==> config.mk <==
export PLATFORM = sky130hd
export DESIGN_NAME = nand_prog_seq
export DESIGN_NICKNAME = d
export VERILOG_FILES = /design/src/rtl/nps_pkg.sv /design/src/rtl/nps_req_check.sv /design/src/rtl/nps_busy_timer.sv /design/src/rtl/nand_prog_seq.sv
export SDC_FILE = /design/constraint.sdc
export NUM_CORES = 1
export LEC_CHECK = 0
export BUFFER_PORTS_ARGS = -buffer_cell sky130_fd_sc_hd__buf_2
export CAP_MARGIN = 30
export CORE_UTILIZATION = 60
export CTS_CLUSTER_DIAMETER = 80
export DETAILED_ROUTE_END_ITERATION = 7
export HOLD_SLACK_MARGIN = 0.02
export PLACE_DENSITY = 0.85
export SYNTH_ARGS = -nofsm -noshare
export SYNTH_HDL_FRONTEND = slang
export SYNTH_SLANG_ARGS = --single-unit
==> constraint.sdc <==
create_clock -name clk -period 4.8 [get_ports clk]
set_clock_uncertainty 0.15 [all_clocks]
set_input_delay 0.96 -clock clk [delete_from_list [all_inputs] [get_ports clk]]
set_output_delay 0.96 -clock clk [all_outputs]
set_load 0.005 [all_outputs]
==> src/rtl/nps_pkg.sv <==
package nps_pkg;
  typedef enum logic [3:0] {
    S_IDLE, S_CMD80, S_ADDR, S_FETCH, S_DATA, S_CMD10, S_WAITRB, S_CMD70, S_READ
  } nps_state_t;

  typedef enum logic [1:0] {
    D_PASS = 2'd0, D_FAIL = 2'd1, D_TIMEOUT = 2'd2, D_REJECT = 2'd3
  } nps_done_t;

  localparam logic [7:0] CMD_LOAD    = 8'h80;
  localparam logic [7:0] CMD_CONFIRM = 8'h10;
  localparam logic [7:0] CMD_STATUS  = 8'h70;

  function automatic logic is_write_step(nps_state_t s);
    return (s == S_CMD80) || (s == S_ADDR) || (s == S_DATA) ||
           (s == S_CMD10) || (s == S_CMD70);
  endfunction
endpackage

==> src/rtl/nps_req_check.sv <==
module nps_req_check #(
  parameter int PAGE_BYTES = 528,
  parameter int LEN_W      = 11
) (
  input  logic [LEN_W-1:0] len,
  output logic             ok
);
  localparam logic [LEN_W-1:0] MAX_LEN = LEN_W'(PAGE_BYTES);
  assign ok = (len != '0) && (len <= MAX_LEN);
endmodule

==> src/rtl/nps_busy_timer.sv <==
module nps_busy_timer #(
  parameter int LIMIT = 100000
) (
  input  logic clk,
  input  logic rst,
  input  logic clr,
  input  logic en,
  output logic expired
);
  localparam int CW = $clog2(LIMIT + 1);
  localparam logic [CW-1:0] LIM = CW'(LIMIT);

  logic [CW-1:0] cnt;

  always_ff @(posedge clk) begin
    if (rst || clr)
      cnt <= '0;
    else if (en && cnt != LIM)
      cnt <= cnt + 1'b1;
  end

  assign expired = (cnt == LIM);
endmodule

==> src/rtl/nand_prog_seq.sv <==
module nand_prog_seq import nps_pkg::*; #(
  parameter int PAGE_BYTES  = 528,
  parameter int STROBE_CYC  = 2,
  parameter int HOLD_CYC    = 1,
  parameter int TIMEOUT_CYC = 100000,
  localparam int LEN_W      = $clog2(PAGE_BYTES + 1) + 1
) (
  input  logic             clk,
  input  logic             rst,
  input  logic             req_valid,
  output logic             req_ready,
  input  logic [7:0]       req_col,
  input  logic [15:0]      req_row,
  input  logic [LEN_W-1:0] req_len,
  input  logic             req_poll,
  input  logic             din_valid,
  output logic             din_ready,
  input  logic [7:0]       din_data,
  output logic             done_valid,
  output logic [1:0]       done_code,
  output logic             nf_cle,
  output logic             nf_ale,
  output logic             nf_we_n,
  output logic             nf_re_n,
  output logic             nf_dq_oe,
  output logic [7:0]       nf_dq_out,
  input  logic [7:0]       nf_dq_in,
  input  logic             nf_rb
);
  localparam int STEP = STROBE_CYC + HOLD_CYC;
  localparam int PH_W = $clog2(STEP + 1);
  localparam logic [PH_W-1:0] PH_LAST = PH_W'(STEP - 1);
  localparam logic [PH_W-1:0] PH_SAMP = PH_W'(STROBE_CYC - 1);
  localparam logic [PH_W-1:0] PH_HIGH = PH_W'(STROBE_CYC);

  nps_state_t       st, st_n;
  logic [PH_W-1:0]  ph, ph_n;
  logic [LEN_W-1:0] cnt, cnt_n;
  logic [1:0]       aidx, aidx_n;
  logic [7:0]       dq_n;
  logic [7:0]       col_q, stat_q;
  logic [15:0]      row_q;
  logic             poll_q;
  logic             dv_n;
  logic [1:0]       dc_n;
  logic             req_ok, t_exp, t_clr, t_en, step_st, step_last;

  nps_req_check #(.PAGE_BYTES(PAGE_BYTES), .LEN_W(LEN_W)) chk_i (
    .len(req_len), .ok(req_ok));

  assign t_clr = (st == S_CMD10);
  assign t_en  = (st == S_WAITRB) || (st == S_CMD70) || (st == S_READ);

  nps_busy_timer #(.LIMIT(TIMEOUT_CYC)) tmr_i (
    .clk(clk), .rst(rst), .clr(t_clr), .en(t_en), .expired(t_exp));

  assign req_ready = (st == S_IDLE);
  assign din_ready = (st == S_FETCH);
  assign step_st   = is_write_step(st) || (st == S_READ);
  assign step_last = step_st && (ph == PH_LAST);

  always_comb begin
    st_n   = st;
    ph_n   = (step_st && !step_last) ? ph + 1'b1 : '0;
    cnt_n  = cnt;
    aidx_n = aidx;
    dq_n   = nf_dq_out;
    dv_n   = 1'b0;
    dc_n   = done_code;
    case (st)
      S_IDLE: if (req_valid) begin
        if (!req_ok) begin
          dv_n = 1'b1;
          dc_n = D_REJECT;
        end else begin
          st_n  = S_CMD80;
          dq_n  = CMD_LOAD;
          cnt_n = req_len;
        end
      end
      S_CMD80: if (step_last) begin
        st_n   = S_ADDR;
        aidx_n = 2'd0;
        dq_n   = col_q;
      end
      S_ADDR: if (step_last) begin
        if (aidx == 2'd2) st_n = S_FETCH;
        else begin
          aidx_n = aidx + 2'd1;
          dq_n   = (aidx == 2'd0) ? row_q[7:0] : row_q[15:8];
        end
      end
      S_FETCH: if (din_valid) begin
        st_n = S_DATA;
        dq_n = din_data;
      end
      S_DATA: if (step_last) begin
        cnt_n = cnt - 1'b1;
        if (cnt == LEN_W'(1)) begin
          st_n = S_CMD10;
          dq_n = CMD_CONFIRM;
        end else st_n = S_FETCH;
      end
      S_CMD10: if (step_last) begin
        if (poll_q) begin
          st_n = S_CMD70;
          dq_n = CMD_STATUS;
        end else st_n = S_WAITRB;
      end
      S_WAITRB: begin
        if (t_exp) begin
          st_n = S_IDLE; dv_n = 1'b1; dc_n = D_TIMEOUT;
        end else if (nf_rb) begin
          st_n = S_CMD70;
          dq_n = CMD_STATUS;
        end
      end
      S_CMD70: if (step_last) st_n = S_READ;
      S_READ: if (step_last) begin
        if (!poll_q || stat_q[6]) begin
          st_n = S_IDLE; dv_n = 1'b1;
          dc_n = stat_q[0] ? D_FAIL : D_PASS;
        end else if (t_exp) begin
          st_n = S_IDLE; dv_n = 1'b1; dc_n = D_TIMEOUT;
        end
      end
      default: st_n = S_IDLE;
    endcase
  end

  always_ff @(posedge clk) begin
    if (rst) begin
      st         <= S_IDLE;
      ph         <= '0;
      cnt        <= '0;
      aidx       <= '0;
      done_valid <= 1'b0;
      done_code  <= D_PASS;
      nf_we_n    <= 1'b1;
      nf_re_n    <= 1'b1;
      nf_cle     <= 1'b0;
      nf_ale     <= 1'b0;
      nf_dq_oe   <= 1'b0;
      nf_dq_out  <= '0;
    end else begin
      st         <= st_n;
      ph         <= ph_n;
      cnt        <= cnt_n;
      aidx       <= aidx_n;
      done_valid <= dv_n;
      done_code  <= dc_n;
      nf_we_n    <= !(is_write_step(st_n) && ph_n < PH_HIGH);
      nf_re_n    <= !((st_n == S_READ) && ph_n < PH_HIGH);
      nf_cle     <= (st_n == S_CMD80) || (st_n == S_CMD10) || (st_n == S_CMD70);
      nf_ale     <= (st_n == S_ADDR);
      nf_dq_oe   <= is_write_step(st_n);
      nf_dq_out  <= dq_n;
    end
  end

  always_ff @(posedge clk) begin
    if (st == S_IDLE && req_valid && req_ok) begin
      col_q  <= req_col;
      row_q  <= req_row;
      poll_q <= req_poll;
    end
    if (st == S_READ && ph == PH_SAMP)
      stat_q <= nf_dq_in;
  end

  // Data bytes written since acceptance, kept apart from the load counter.
  logic [LEN_W-1:0] sent_q;
  always_ff @(posedge clk) begin
    if (rst || (st == S_IDLE)) sent_q <= '0;
    else if (st == S_DATA && step_last) sent_q <= sent_q + 1'b1;
  end

  p_reject_r2: assert property (@(posedge clk) disable iff (rst)
    (st == S_IDLE && req_valid && !req_ok) |=>
      (done_valid && done_code == D_REJECT && nf_we_n && st == S_IDLE));

  p_confirm_after_data_r5: assert property (@(posedge clk) disable iff (rst)
    (!nf_we_n && nf_cle && nf_dq_out == CMD_CONFIRM) |-> (sent_q != '0));

  p_busy_cmd_r6: assert property (@(posedge clk) disable iff (rst)
    (t_en && !nf_we_n) |-> (nf_cle && nf_dq_out == CMD_STATUS));

  p_timeout_r9: assert property (@(posedge clk) disable iff (rst)
    (st == S_WAITRB && t_exp) |=> (done_valid && done_code == D_TIMEOUT));

  p_latch_excl_r10: assert property (@(posedge clk) disable iff (rst)
    !(nf_cle && nf_ale));

  p_strobe_excl_r10: assert property (@(posedge clk) disable iff (rst)
    !(!nf_we_n && !nf_re_n));

  p_done_pulse_r11: assert property (@(posedge clk) disable iff (rst)
    done_valid |=> !done_valid);

  p_ready_at_done_r11: assert property (@(posedge clk) disable iff (rst)
    done_valid |-> req_ready);
endmodule

# ---- Word level (Yosys, flattened, before mapping)
# Cells that the tools add are included.
dict set report totals {
  elab_cells 149
  n_memories 0
  in_bits 57
  mem_bits_ro 0
  latch_bits 0
  register_bits 84
  mem_bits_rw 0
}
dict set report classes {
  muxes 53
  n_lt_le_gt_ge 2
  addsub 4
  bitwise 0
  multipliers 0
  n_eq_ne 34
  shifts 0
  reduce_logical 39
  div_mod_pow 0
}
# cell n
set ops {}
lappend ops {{8-bit 2-to-1 mux} 13}
lappend ops {{4-bit 2-to-1 mux} 14}
lappend ops {{8-bit one-hot mux with 7 select lines} 1}
lappend ops {{4-bit one-hot mux with 9 select lines} 1}
lappend ops {{11-bit 2-to-1 mux} 3}
lappend ops {{4-bit by 3-bit equality test with 1-bit output (second input constant)} 7}
lappend ops {{2-bit inequality test (second input constant)} 12}
lappend ops {{11-bit one-hot mux with 2 select lines} 1}
lappend ops {{2-bit 2-to-1 mux} 9}
lappend ops {{17-bit by 1-bit adder with 17-bit output (second input constant)} 1}
lappend ops {{17-bit equality test (second input constant)} 1}
lappend ops {{17-bit inequality test (second input constant)} 1}
lappend ops {{1-bit logical OR} 15}
lappend ops {{13-bit AND reduction} 1}
lappend ops {{4-bit by 2-bit equality test with 1-bit output (second input constant)} 3}
lappend ops {{4-bit AND reduction} 3}
lappend ops {{11-bit by 1-bit equality test with 1-bit output (second input constant)} 1}
lappend ops {{11-bit by 10-bit <= comparator with 1-bit output (second input constant)} 1}
lappend ops {{11-bit nonzero test} 1}
lappend ops {{11-bit by 1-bit subtractor with 11-bit output (second input constant)} 1}
lappend ops {{1-bit logical AND} 9}
lappend ops {{4-bit by 1-bit equality test with 1-bit output (second input constant)} 2}
lappend ops {{4-bit equality test (second input constant)} 2}
lappend ops {{1-bit 2-to-1 mux} 7}
lappend ops {{other kinds (15)} 22}

# ---- Depth between registers and ports, before layout
# Gate-level depths: netlist of the first run.
dict set report depth {
  depth_word 16
  ltp_mapped 10
  depth_no_buf 8
}

# ---- By module
# A second synthesis of the first run with hierarchy kept.
dict set report unflattened {
  hier_cells 459
  area_unflattened_um2 4169.0
}
# module n_inst cells_per_inst area_per_inst_um2
set by_module_without_submodules {}
lappend by_module_without_submodules {nand_prog_seq 1 351 3265.6}
lappend by_module_without_submodules {nps_busy_timer 1 103 867.1}
lappend by_module_without_submodules {nps_req_check 1 5 36.3}

# ---- Worst setup path after synthesis of the first run
# Ideal clock, no wire load.
dict set report synth_path {
  path_type {input to register}
  from {input port req_len[5]}
  to {register col_q[0], enable pin}
  path_stages 4
  path_slack_ps 1800
  arrival_ps 2470
  n_path_buf 0
  cell_sequence {or4_4 -> o21ai_0 -> nand4_1 -> inv_1}
}
dict set report synth_between {
  elab_chain_cells 3
  elab_cells_between_ends 4
  classes_between {1 x order compare; 3 x reduce/logical}
}
# item line_no
set synth_rtl {}
lappend synth_rtl {{start: declaration} nand_prog_seq.sv:14} ;# input logic [LEN_W-1:0] req_len,
lappend synth_rtl {{11-bit by 10-bit <= comparator with 1-bit output or 11-bit nonzero test (tied branches)} nps_req_check.sv:9} ;# assign ok = (len != '0) && (len <= MAX_LEN);
lappend synth_rtl {{1-bit logical AND (*)} nps_req_check.sv:9}
lappend synth_rtl {{1-bit logical AND (*)} nand_prog_seq.sv:162} ;# if (st == S_IDLE && req_valid && req_ok) begin
lappend synth_rtl {{end signal: assignment} nand_prog_seq.sv:163} ;# col_q <= req_col;
lappend synth_rtl {{end: declaration} nand_prog_seq.sv:41} ;# logic [7:0] col_q, stat_q;
# Every way passes the cells marked *; elsewhere a longest branch is shown, timed or not.
# A chain may end at the register's enable or synchronous reset.

# ---- Final worst setup path of the first run
dict set report layout_path {
  from {input port req_len[5]}
  to {register nf_dq_out[0]}
}
dict set report layout_between {
  elab_chain_cells 4
  elab_cells_between_ends 5
  classes_between {1 x order compare; 1 x eq/ne; 3 x reduce/logical}
}
# item line_no
set layout_rtl {}
lappend layout_rtl {{11-bit by 10-bit <= comparator with 1-bit output or 11-bit nonzero test (tied branches)} nps_req_check.sv:9}
lappend layout_rtl {{1-bit logical AND (*)} nps_req_check.sv:9}
lappend layout_rtl {{2-bit by 1-bit inequality test with 1-bit output (no line) (*)} n/a}
lappend layout_rtl {{13-bit AND reduction (no line) (*)} n/a}
lappend layout_rtl {{end signal: assignment} nand_prog_seq.sv:157} ;# nf_dq_out <= dq_n;
lappend layout_rtl {{end: declaration} nand_prog_seq.sv:26} ;# output logic [7:0] nf_dq_out,
# Marks and branches as above.

==> out/results.txt, run 1 <==
Final min period: 3.19 ns
Endpoint, Worst Hold: ph[0]
TNS Setup: 0 ns
clock tree sinks: 79
I/O Pins: 75
RR Startpoint: st[0]
Critical Path AT: 3.31 ns
Root Driver: clkbuf_8
input/output buffers: 68
DR top layer: met4
Max rail drop VDD: 0.218 mV
TritonCTS buffer count: 9
Synth warnings: 0
post-synthesis simple-gate area fraction: 21.9%
row count: 29
post-synthesis mux area share: 1.97%
largest family of logic cells by synthesized area: simple AND/OR/NAND/NOR gates
post-cts hold buffer count: 0
CTS tree: done
number of global-route vias before repair: 3423
DRT iter0 DRCs: 358
Placed Instance Area: 4430 um2
mapped cell area: 4120 um2
R2R Setup Slk: 1.65 ns
Clock Latency Late Sink: 0.35 ns
hpwl dp: 6.71 mm
main flop type after synthesis: dfxtp_1
GPL Wtd Cong: 0.898
compound-gate portion of the synthesized area: 20.3%
Final WS setup: 1.61 ns
Avg Inst Size Synth: 9.07 um2
fin util: 70.8%
Die H: 84.9 um
first-pass GRT wire length: 15.7 mm
number of max-cap violations: 0
full die area: 7200 um2
failing checks: design-rule violations
placed cell count: 574
Post-Synth XOR/XNOR Area: 3.19%
Fin. Hold Viols: 0
Setup crit end kind: flip-flop
post-DR wirelength/cell: 15.8 um
Initial DRT Pass Iterations: 8
Pins Over Slew Limit: 0
post-synth net total: 519
hold_sp: ph[0]
RSZ-0062 raised after global routing: false
Setup Buffers After CTS: 0
final WL: 9.34 mm
pre-CTS setup slack: 1.25 ns
nets: 573
synthesized instance count: 454
type of origin of the critical path: primary input
Final Instance Area: 4600 um2
Relative slew margins: 39.5%
Clock Path Buffers: 2
initial antenna violation count: 0
CP Data Required Time: 4.92 ns
residual DRC count: 5
H-tree depth: 3
Pwr Density: 278 nW/um2
status: finished with violations
routed vias: 3648
Routed Antenna Nets: 0
GRT overflow: 0
Finished Layout Cells: 590
Core Area: 6490 um2
Gates resized, CTS repair: 0
Worst-path clk slew: 0.08 ns
Die X: 84.9 um
post-synth cell types: 72
maximum clock rate: 313 MHz
WHS Path Cells: 1
Post-synth EDFFs: 27
Leak: 1.73 nW
pin count of the biggest net entering global routing: 35
met2 wire length: 4.54 mm
Routed met1 length: 4.00 mm
ys async rst share: 0%
critical path class: in2reg
Period Utilization, post-route: 66.5%
RR Endpoint: nf_dq_out[0]
fraction of layout cells with a size suffix above 1: 20.5%
post-synthesis adder-cell area fraction: 2.43%
R2R depth: 6
worst-path fanout max: 15
sequential area share after synthesis: 45.0%
Avg Vias per Cell: 6.18
diodes inserted: 0
Layout area overhead: 11.7%
register bit total from synthesis: 79
Initial Util: 63.4%
final setup vio count: 0
measured slew at the worst slew-check pin: 0.906 ns
routed wl met3: 594 um
GRT Overall Usage: 27.3%
worst hold path type: reg2reg
[layout by cell type (no fill, tap or decap), types with 3 or more instances in the layout]
cell type  instances
or3_1              6
mux2i_1            7
buf_2             68
nand4_1            6
xor2_1            10
nand2b_1           7
clkbuf_8           9
nor4_1             9
inv_1             20
nor4b_1            3
and2_1             3
a221oi_1           6
a311oi_2           7
a21oi_1           41
clkbuf_1           3
nand3_1            9
o21ai_0           30
edfxtp_1          27
nor2_1            48
dfxtp_1           52
xnor2_1            5
ha_1               8
nor3_1            13
nand2_1           42
and3_1             5
nor2b_1            3
[routing by layer]
metal,track usage [%],vias up
met2,45.4,152
met3,5.45,23
met4,10.8,0
met1,35.1,1709
li1,-,1764
met5,0,-
[stage by stage]
step | hold WS [ns] | total power [mW]
2_1_floorplan | 0.282 | 0.820
3_3_place_gp | 0.292 | 0.861
3_5_place_dp | 0.321 | 0.867
4_1_cts | 0.330 | 1.28
5_1_grt | 0.354 | 1.32
6_report | 0.331 | 1.28
[critical path, cell delays in order]
cell and delay [ns]:
buf_2 0.11, or4_4 0.53, o21ai_0 0.39, a21boi_1 0.15, and4b_1 0.72, a21oi_1 0.19, a311oi_2 0.25
[Yosys cell counts (3+ instances only)]
master / number / area [um2]
a21oi_1: 41 / 205
a221oi_1: 6 / 52.6
a311oi_2: 7 / 105
and2_1: 3 / 18.8
and3_1: 5 / 31.3
buf_2: 6 / 30.0
clkbuf_1: 17 / 63.8
dfxtp_1: 52 / 1040
edfxtp_1: 27 / 811
ha_1: 8 / 100
inv_1: 20 / 75.1
mux2i_1: 7 / 70.1
nand2_1: 42 / 158
nand2b_1: 7 / 43.8
nand3_1: 9 / 45.0
nand4_1: 6 / 37.5
nor2_1: 48 / 180
nor2b_1: 3 / 18.8
nor3_1: 13 / 65.1
nor4_1: 9 / 56.3
nor4b_1: 3 / 26.3
o21ai_0: 30 / 150
or3_1: 6 / 37.5
xnor2_1: 5 / 43.8
xor2_1: 10 / 87.6
[kinds of logic (layout without fill, tap and decap cells)]
kind of cell	Yosys count	count (layout)
flops	79	79
buf+inv	47	106
xor+xnor	15	15
mux	8	8
simple gates	174	174
fa+ha+maj	8	8
compound gates	123	123
[sequential cells by signal, indices dropped and copies added (netlist names)]
| register | flops |
|---|---|
| done_code | 2 |
| nf_re_n | 1 |
| poll_q | 1 |
| st | 4 |
| nf_dq_oe | 1 |
| row_q | 16 |
| nf_we_n | 1 |
| cnt | 11 |
| nf_dq_out | 8 |
| ph | 2 |
| tmr_i.cnt | 17 |
| nf_cle | 1 |
| aidx | 2 |
| col_q | 8 |
| stat_q | 2 |
| done_valid | 1 |
| nf_ale | 1 |
[where the power goes]
| part | internal, mW | total, mW | switching [mW] |
|---|---|---|---|
| sequential | 0.713 | 0.726 | 0.0136 |
| clock | 0.190 | 0.423 | 0.233 |
| combinational | 0.0564 | 0.127 | 0.0704 |
| total | 0.959 | 1.28 | 0.317 |
[how the worst max path moves through the flow]
stage | from | to | slack [ns] | cells past startpoint
floorplan | req_len[5] | col_q[0] | 1.80 | 4
global placement | req_len[5] | poll_q | 1.33 | 5
detailed placement | req_len[5] | nf_dq_out[0] | 1.25 | 7
CTS | req_len[5] | nf_dq_out[0] | 1.62 | 7
global route | req_len[5] | nf_dq_out[2] | 1.41 | 7
finish | req_len[5] | nf_dq_out[0] | 1.61 | 7
[area by class of cell]
type / instances / area [um2]
clock buffers: 12 / 135
inverters: 20 / 75.1
well taps: 77 / 96.3
multi-input cells: 328 / 2050
repair buffers: 70 / 355
clock inverters: 4 / 32.5
fillers: 506 / 1900
flip-flops and latches: 79 / 1850
Note: power is estimated with default switching activity, not from simulation.
==> inputs of run 2 (changes only) <==
- CORE_UTILIZATION: 60 -> 50
- PLACE_DENSITY: 0.85 -> 0.76
- clock period: 4.8 -> 2.75 ns (I/O delays scaled with it)
==> run 2 against run 1 <==
  * The run now ends clean
  * Die area grew 19%
  * Setup slack lost 1.4 ns
  * Worst hold slack lost 0.12 ns
  * Sequential share of layout area shrank 2.4 points
  * Utilization shrank 8.4 points
  * Design area grew 6.5%
  * Via count shrank 0.11%
  * Clock-buffer cell count shrank 3
  * Routed wire length grew 3.1%
  * Highest routed layer unchanged
==> out/results.txt, run 2 (synthesis gave the netlist of run 1 again) <==
max reg flops: 17 (unchanged)
Initial Util: 52.5% (-11 points)
Crit path max-delay family: compound AO/OA/AOI/OAI gates
filler instances: 686 (+36%)
measured slew at the worst slew-check pin: 0.698 ns (-0.209 ns)
Pwr Density: 503 nW/um2 (+81%)
Leak: 1.89 nW (+9.1%)
Top Registers: tmr_i.cnt: 17 flops, row_q: 16 flops, cnt: 11 flops
diodes inserted: 0 (unchanged)
GPL Wtd Cong: 0.958 (+6.7%)
Relative slew margins: 53.5% (+14 points)
Die X: 92.8 um (+9.3%)
DRT iter0 DRCs: 220 (-39%)
H-tree depth: 3 (unchanged)
R2R depth: 7 (+1)
CP Cell Sequence: or4b_1, nand2b_2, o21ai_2, o311a_2, buf_4, xor2_1, o211a_1
routed vias: 3644 (-0.11%)
TritonCTS buffer count: 9 (unchanged)
total chip power: 2.47 mW (+93%)
post-DR wirelength/cell: 15.0 um (-5.0%)
maximum clock rate: 399 MHz
final WL: 9.63 mm (+3.1%)
post-cts hold buffer count: 0 (unchanged)
final setup vio count: 0 (unchanged)
number of global-route vias before repair: 3387 (-1.1%)
type of origin of the critical path: flip-flop
full die area: 8600 um2 (+19%)
footprint of the multi-input gates: 2050 um2 (unchanged)
fin util: 62.4% (-8.4 points)
commonest non-fill, non-tap cell in the layout: buf_2
fraction of layout cells with a size suffix above 1: 24.7% (+4.3 points)
Core Area: 7850 um2 (+21%)
Worst path max stage delay: 0.59 ns (-0.13 ns)
Fin. Hold Viols: 0 (unchanged)
Clock Latency Late Sink: 0.36 ns (about the same)
I/O Pins: 75 (unchanged)
Pins Over Slew Limit: 0 (unchanged)
Reg area: 1850 um2 (unchanged)
Die H: 92.8 um (+9.3%)
Gates resized, CTS repair: 0 (unchanged)
pin count of the biggest net entering global routing: 35 (unchanged)
initial antenna violation count: 0 (unchanged)
Initial DRT Pass Iterations: 5 (-3)
nets: 598 (+4.4%)
number of max-cap violations: 0 (unchanged)
WHS Path Cells: 1 (unchanged)
Period Utilization, post-route: 91.2%
RSZ-0062 raised after global routing: false
CP max-delay cell: dfxtp_1
Layout area overhead: 18.9%
hpwl dp: 7.05 mm (+5.0%)
most frequent cells in the layout: 68 x buf_2, 52 x dfxtp_1, 48 x nor2_1
input/output buffers: 68 (unchanged)
clock tree sinks: 79 (unchanged)
Bufs and invs on worst path: 1 (unchanged)
worst-path fanout max: 13 (-2)
TNS Setup: 0 ns (unchanged)
status: finished, final reports clean
GRT Overall Usage: 23.6% (-3.7 points)
Setup crit end kind: flip-flop
Worst-path clk slew: 0.08 ns (about the same)
CP Data Required Time: 2.85 ns (-2.07 ns)
Setup Buffers After CTS: 0 (unchanged)
Largest Register: tmr_i.cnt
Critical Path AT: 2.61 ns (-0.70 ns)
Avg Vias per Cell: 5.69 (-7.9%)
worst hold path type: in2reg
Max rail drop VDD: 0.295 mV (+36%)
row count: 32 (+10%)
GRT overflow: 0 (unchanged)
Routed Antenna Nets: 0 (unchanged)
WP depth: 7 (unchanged)
Final min period: 2.51 ns
Root Driver: clkbuf_8
Clock Path Buffers: 2 (unchanged)
CTS tree: done
first-pass GRT wire length: 15.9 mm (+1.5%)
residual DRC count: 0 (-5)
critical path class: reg2reg
==> run 2: worst paths after layout <==
check	start	to	slack (ns)
worst min-delay path	req_row[14]	row_q[14]	0.21
worst min register to register	ph[0]	ph[0]	0.32
worst max register to register	st[1]	nf_dq_oe	0.24
worst max-delay path	st[1]	nf_dq_oe	0.24
==> run 2: area by class of cell <==
cell class | count | area share, %
multi-input combinational | 328 | 41.9
sequential | 79 | 37.8
timing repair buffer | 95 | 11.6
tap | 102 | 2.61
clock buffer | 9 | 2.53
clock inverter | 7 | 1.99
inverter | 20 | 1.53
==> run 2: power breakdown <==
part	internal [mW]	switching, mW
Clock	0.512	0.442
Sequential	1.24	0.0201
Combinational	0.117	0.131
==> run 2: routing by layer <==
layer	track usage [%]	vias up	wire [um]
met4	10.5	0	191
met2	36.9	114	4570
li1	-	1818	-
met5	0	-	0
met1	31.7	1692	4380
met3	4.11	20	479
==> run 2: metrics by stage <==
step,worst slack (ns),cell area (um2),instances,hold WS [ns]
floorplan,0.160,4120,454,0.282
global placement,-0.0161,4680,624,0.292
detailed placement,-0.0775,4680,624,0.308
CTS,0.253,4900,640,0.195
global route,0.0778,4900,640,0.191
finish,0.241,4900,640,0.213
==> inputs of run 3 (changes only) <==
- PLACE_DENSITY: 0.76 -> 0.77
==> run 3 against run 2 <==
  * First-iteration DRC count rose by 10%
  * Critical path depth is 1 higher
  * Via count rose by 0.33%
  * Sequential cell count unchanged
  * Sequential share of layout area hardly changed
  * Non-clock buffer count up 1
  * Design area fell by 0.10%
  * Clock power shrank 4.0%
  * Routed wire length up 0.35%
  * Combinational power is essentially flat
  * Critical path type unchanged
  * Largest cell class unchanged
  * Highest routed layer unchanged
==> out/results.txt, run 3 (synthesis gave the netlist of run 1 again) <==
Layout area overhead: 18.8%
status: finished, final reports clean
hpwl dp: 7.02 mm (-0.44%)
Period Utilization, post-route: 90.6% (-0.63 points)
final setup vio count: 0 (unchanged)
post-DR wirelength/cell: 15.1 um (+0.20%)
routed vias: 3656 (+0.33%)
Initial Util: 52.5% (unchanged)
Max rail drop VDD: 0.416 mV (+41%)
I/O Pins: 75 (unchanged)
pin count of the biggest net entering global routing: 35 (unchanged)
GRT overflow: 0 (unchanged)
Worst-path clk slew: 0.09 ns (about the same)
Pins Over Slew Limit: 0 (unchanged)
initial antenna violation count: 0 (unchanged)
most frequent cells in the layout: 68 x buf_2, 52 x dfxtp_1, 48 x nor2_1
Avg Vias per Cell: 5.70 (+0.17%)
residual DRC count: 0 (unchanged)
Clock Path Buffers: 2 (unchanged)
Core Area: 7850 um2 (unchanged)
type of origin of the critical path: flip-flop
nets: 599 (+0.17%)
Setup Buffers After CTS: 0 (unchanged)
Gates resized, CTS repair: 0 (unchanged)
CTS tree: done
RSZ-0062 raised after global routing: false
Pwr Density: 496 nW/um2 (-1.5%)
Fin. Hold Viols: 0 (unchanged)
Die H: 92.8 um (unchanged)
TNS Setup: 0 ns (unchanged)
GRT Overall Usage: 23.4% (-0.15 points)
Setup crit end kind: flip-flop
critical path class: reg2reg
input/output buffers: 68 (unchanged)
worst-path fanout max: 12 (-1)
Initial DRT Pass Iterations: 6 (+1)
total chip power: 2.43 mW (-1.6%)
row count: 32 (unchanged)
Clock Latency Late Sink: 0.37 ns (about the same)
Relative slew margins: 54.0% (+0.52 points)
Routed Antenna Nets: 0 (unchanged)
full die area: 8600 um2 (unchanged)
Die X: 92.8 um (unchanged)
number of global-route vias before repair: 3344 (-1.3%)
GPL Wtd Cong: 0.876 (-8.5%)
Top Registers: tmr_i.cnt: 17 flops, row_q: 16 flops, cnt: 11 flops
Final min period: 2.49 ns (-0.0172 ns)
Final WS setup: 0.259 ns (+0.0172 ns)
post-cts hold buffer count: 0 (unchanged)
hold_ws: 0.198 ns (-0.0150 ns)
DRT iter0 DRCs: 242 (+10%)
measured slew at the worst slew-check pin: 0.690 ns (-0.00775 ns)
Root Driver: clkbuf_8
fraction of layout cells with a size suffix above 1: 24.9% (+0.14 points)
commonest non-fill, non-tap cell in the layout: buf_2
final WL: 9.66 mm (+0.35%)
CP Data Required Time: 2.86 ns (about the same)
diodes inserted: 0 (unchanged)
Largest Register: tmr_i.cnt
number of max-cap violations: 0 (unchanged)
H-tree depth: 3 (unchanged)
maximum clock rate: 401 MHz (+0.69%)
clock tree sinks: 79 (unchanged)
worst hold path type: in2reg
max reg flops: 17 (unchanged)
pre-CTS setup slack: -0.0538 ns (+0.0237 ns)
TritonCTS buffer count: 9 (unchanged)
Leak: 1.90 nW (+0.39%)
Critical Path AT: 2.60 ns (about the same)
first-pass GRT wire length: 15.9 mm (-0.21%)
-- run 3: worst paths after layout --
check	start	slack [ns]	cells after the start	endpoint
setup / recovery	st[2]	0.26	8	nf_dq_oe
hold / removal	nf_dq_in[6]	0.20	1	stat_q[6]
setup reg to reg	st[2]	0.26	8	nf_dq_oe
hold reg to reg	ph[0]	0.32	1	ph[0]
-- run 3: power breakdown --
part | internal (mW) | leakage [nW] | total (mW) | switching [mW]
logic | 0.118 | 1.12 | 0.245 | 0.127
clock network | 0.438 | 0.107 | 0.916 | 0.478
registers | 1.24 | 0.669 | 1.27 | 0.0217
total | 1.80 | 1.90 | 2.43 | 0.627
-- run 3: critical path: stages (launching register included) --
cell	delay (ns)
dfxtp_1	0.42
buf_4	0.22
nor4b_2	0.35
nand2b_2	0.21
o21ai_2	0.11
o311a_2	0.42
buf_4	0.15
xor2_1	0.15
o211a_1	0.20
-- run 3: area by class of cell --
| type | instances | area, um2 |
|---|---|---|
| clock inverter | 7 | 85.1 |
| timing repair buffer | 96 | 576 |
| sequential | 79 | 1850 |
| inverter | 20 | 75.1 |
| tap | 102 | 128 |
| multi-input combinational | 328 | 2050 |
| clock buffer | 9 | 124 |
| fill | 692 | 2960 |
-- run 3: metrics by stage --
| step | std cells | utilization, % | area (um2) |
|---|---|---|---|
| floorplan | 454 | - | 4120 |
| global placement | 625 | 59.7 | 4680 |
| detailed placement | 625 | 59.7 | 4680 |
| CTS | 641 | 62.3 | 4890 |
| global route | 641 | 62.3 | 4890 |
| finish | 641 | 62.3 | 4890 |
-- run 3: routing by layer --
layer	track usage, %	vias up	routed length [um]
met4	8.97	0	161
met3	4.35	17	622
met2	38.5	135	4590
met1	30.4	1681	4290
met5	0	-	0
li1	-	1823	-
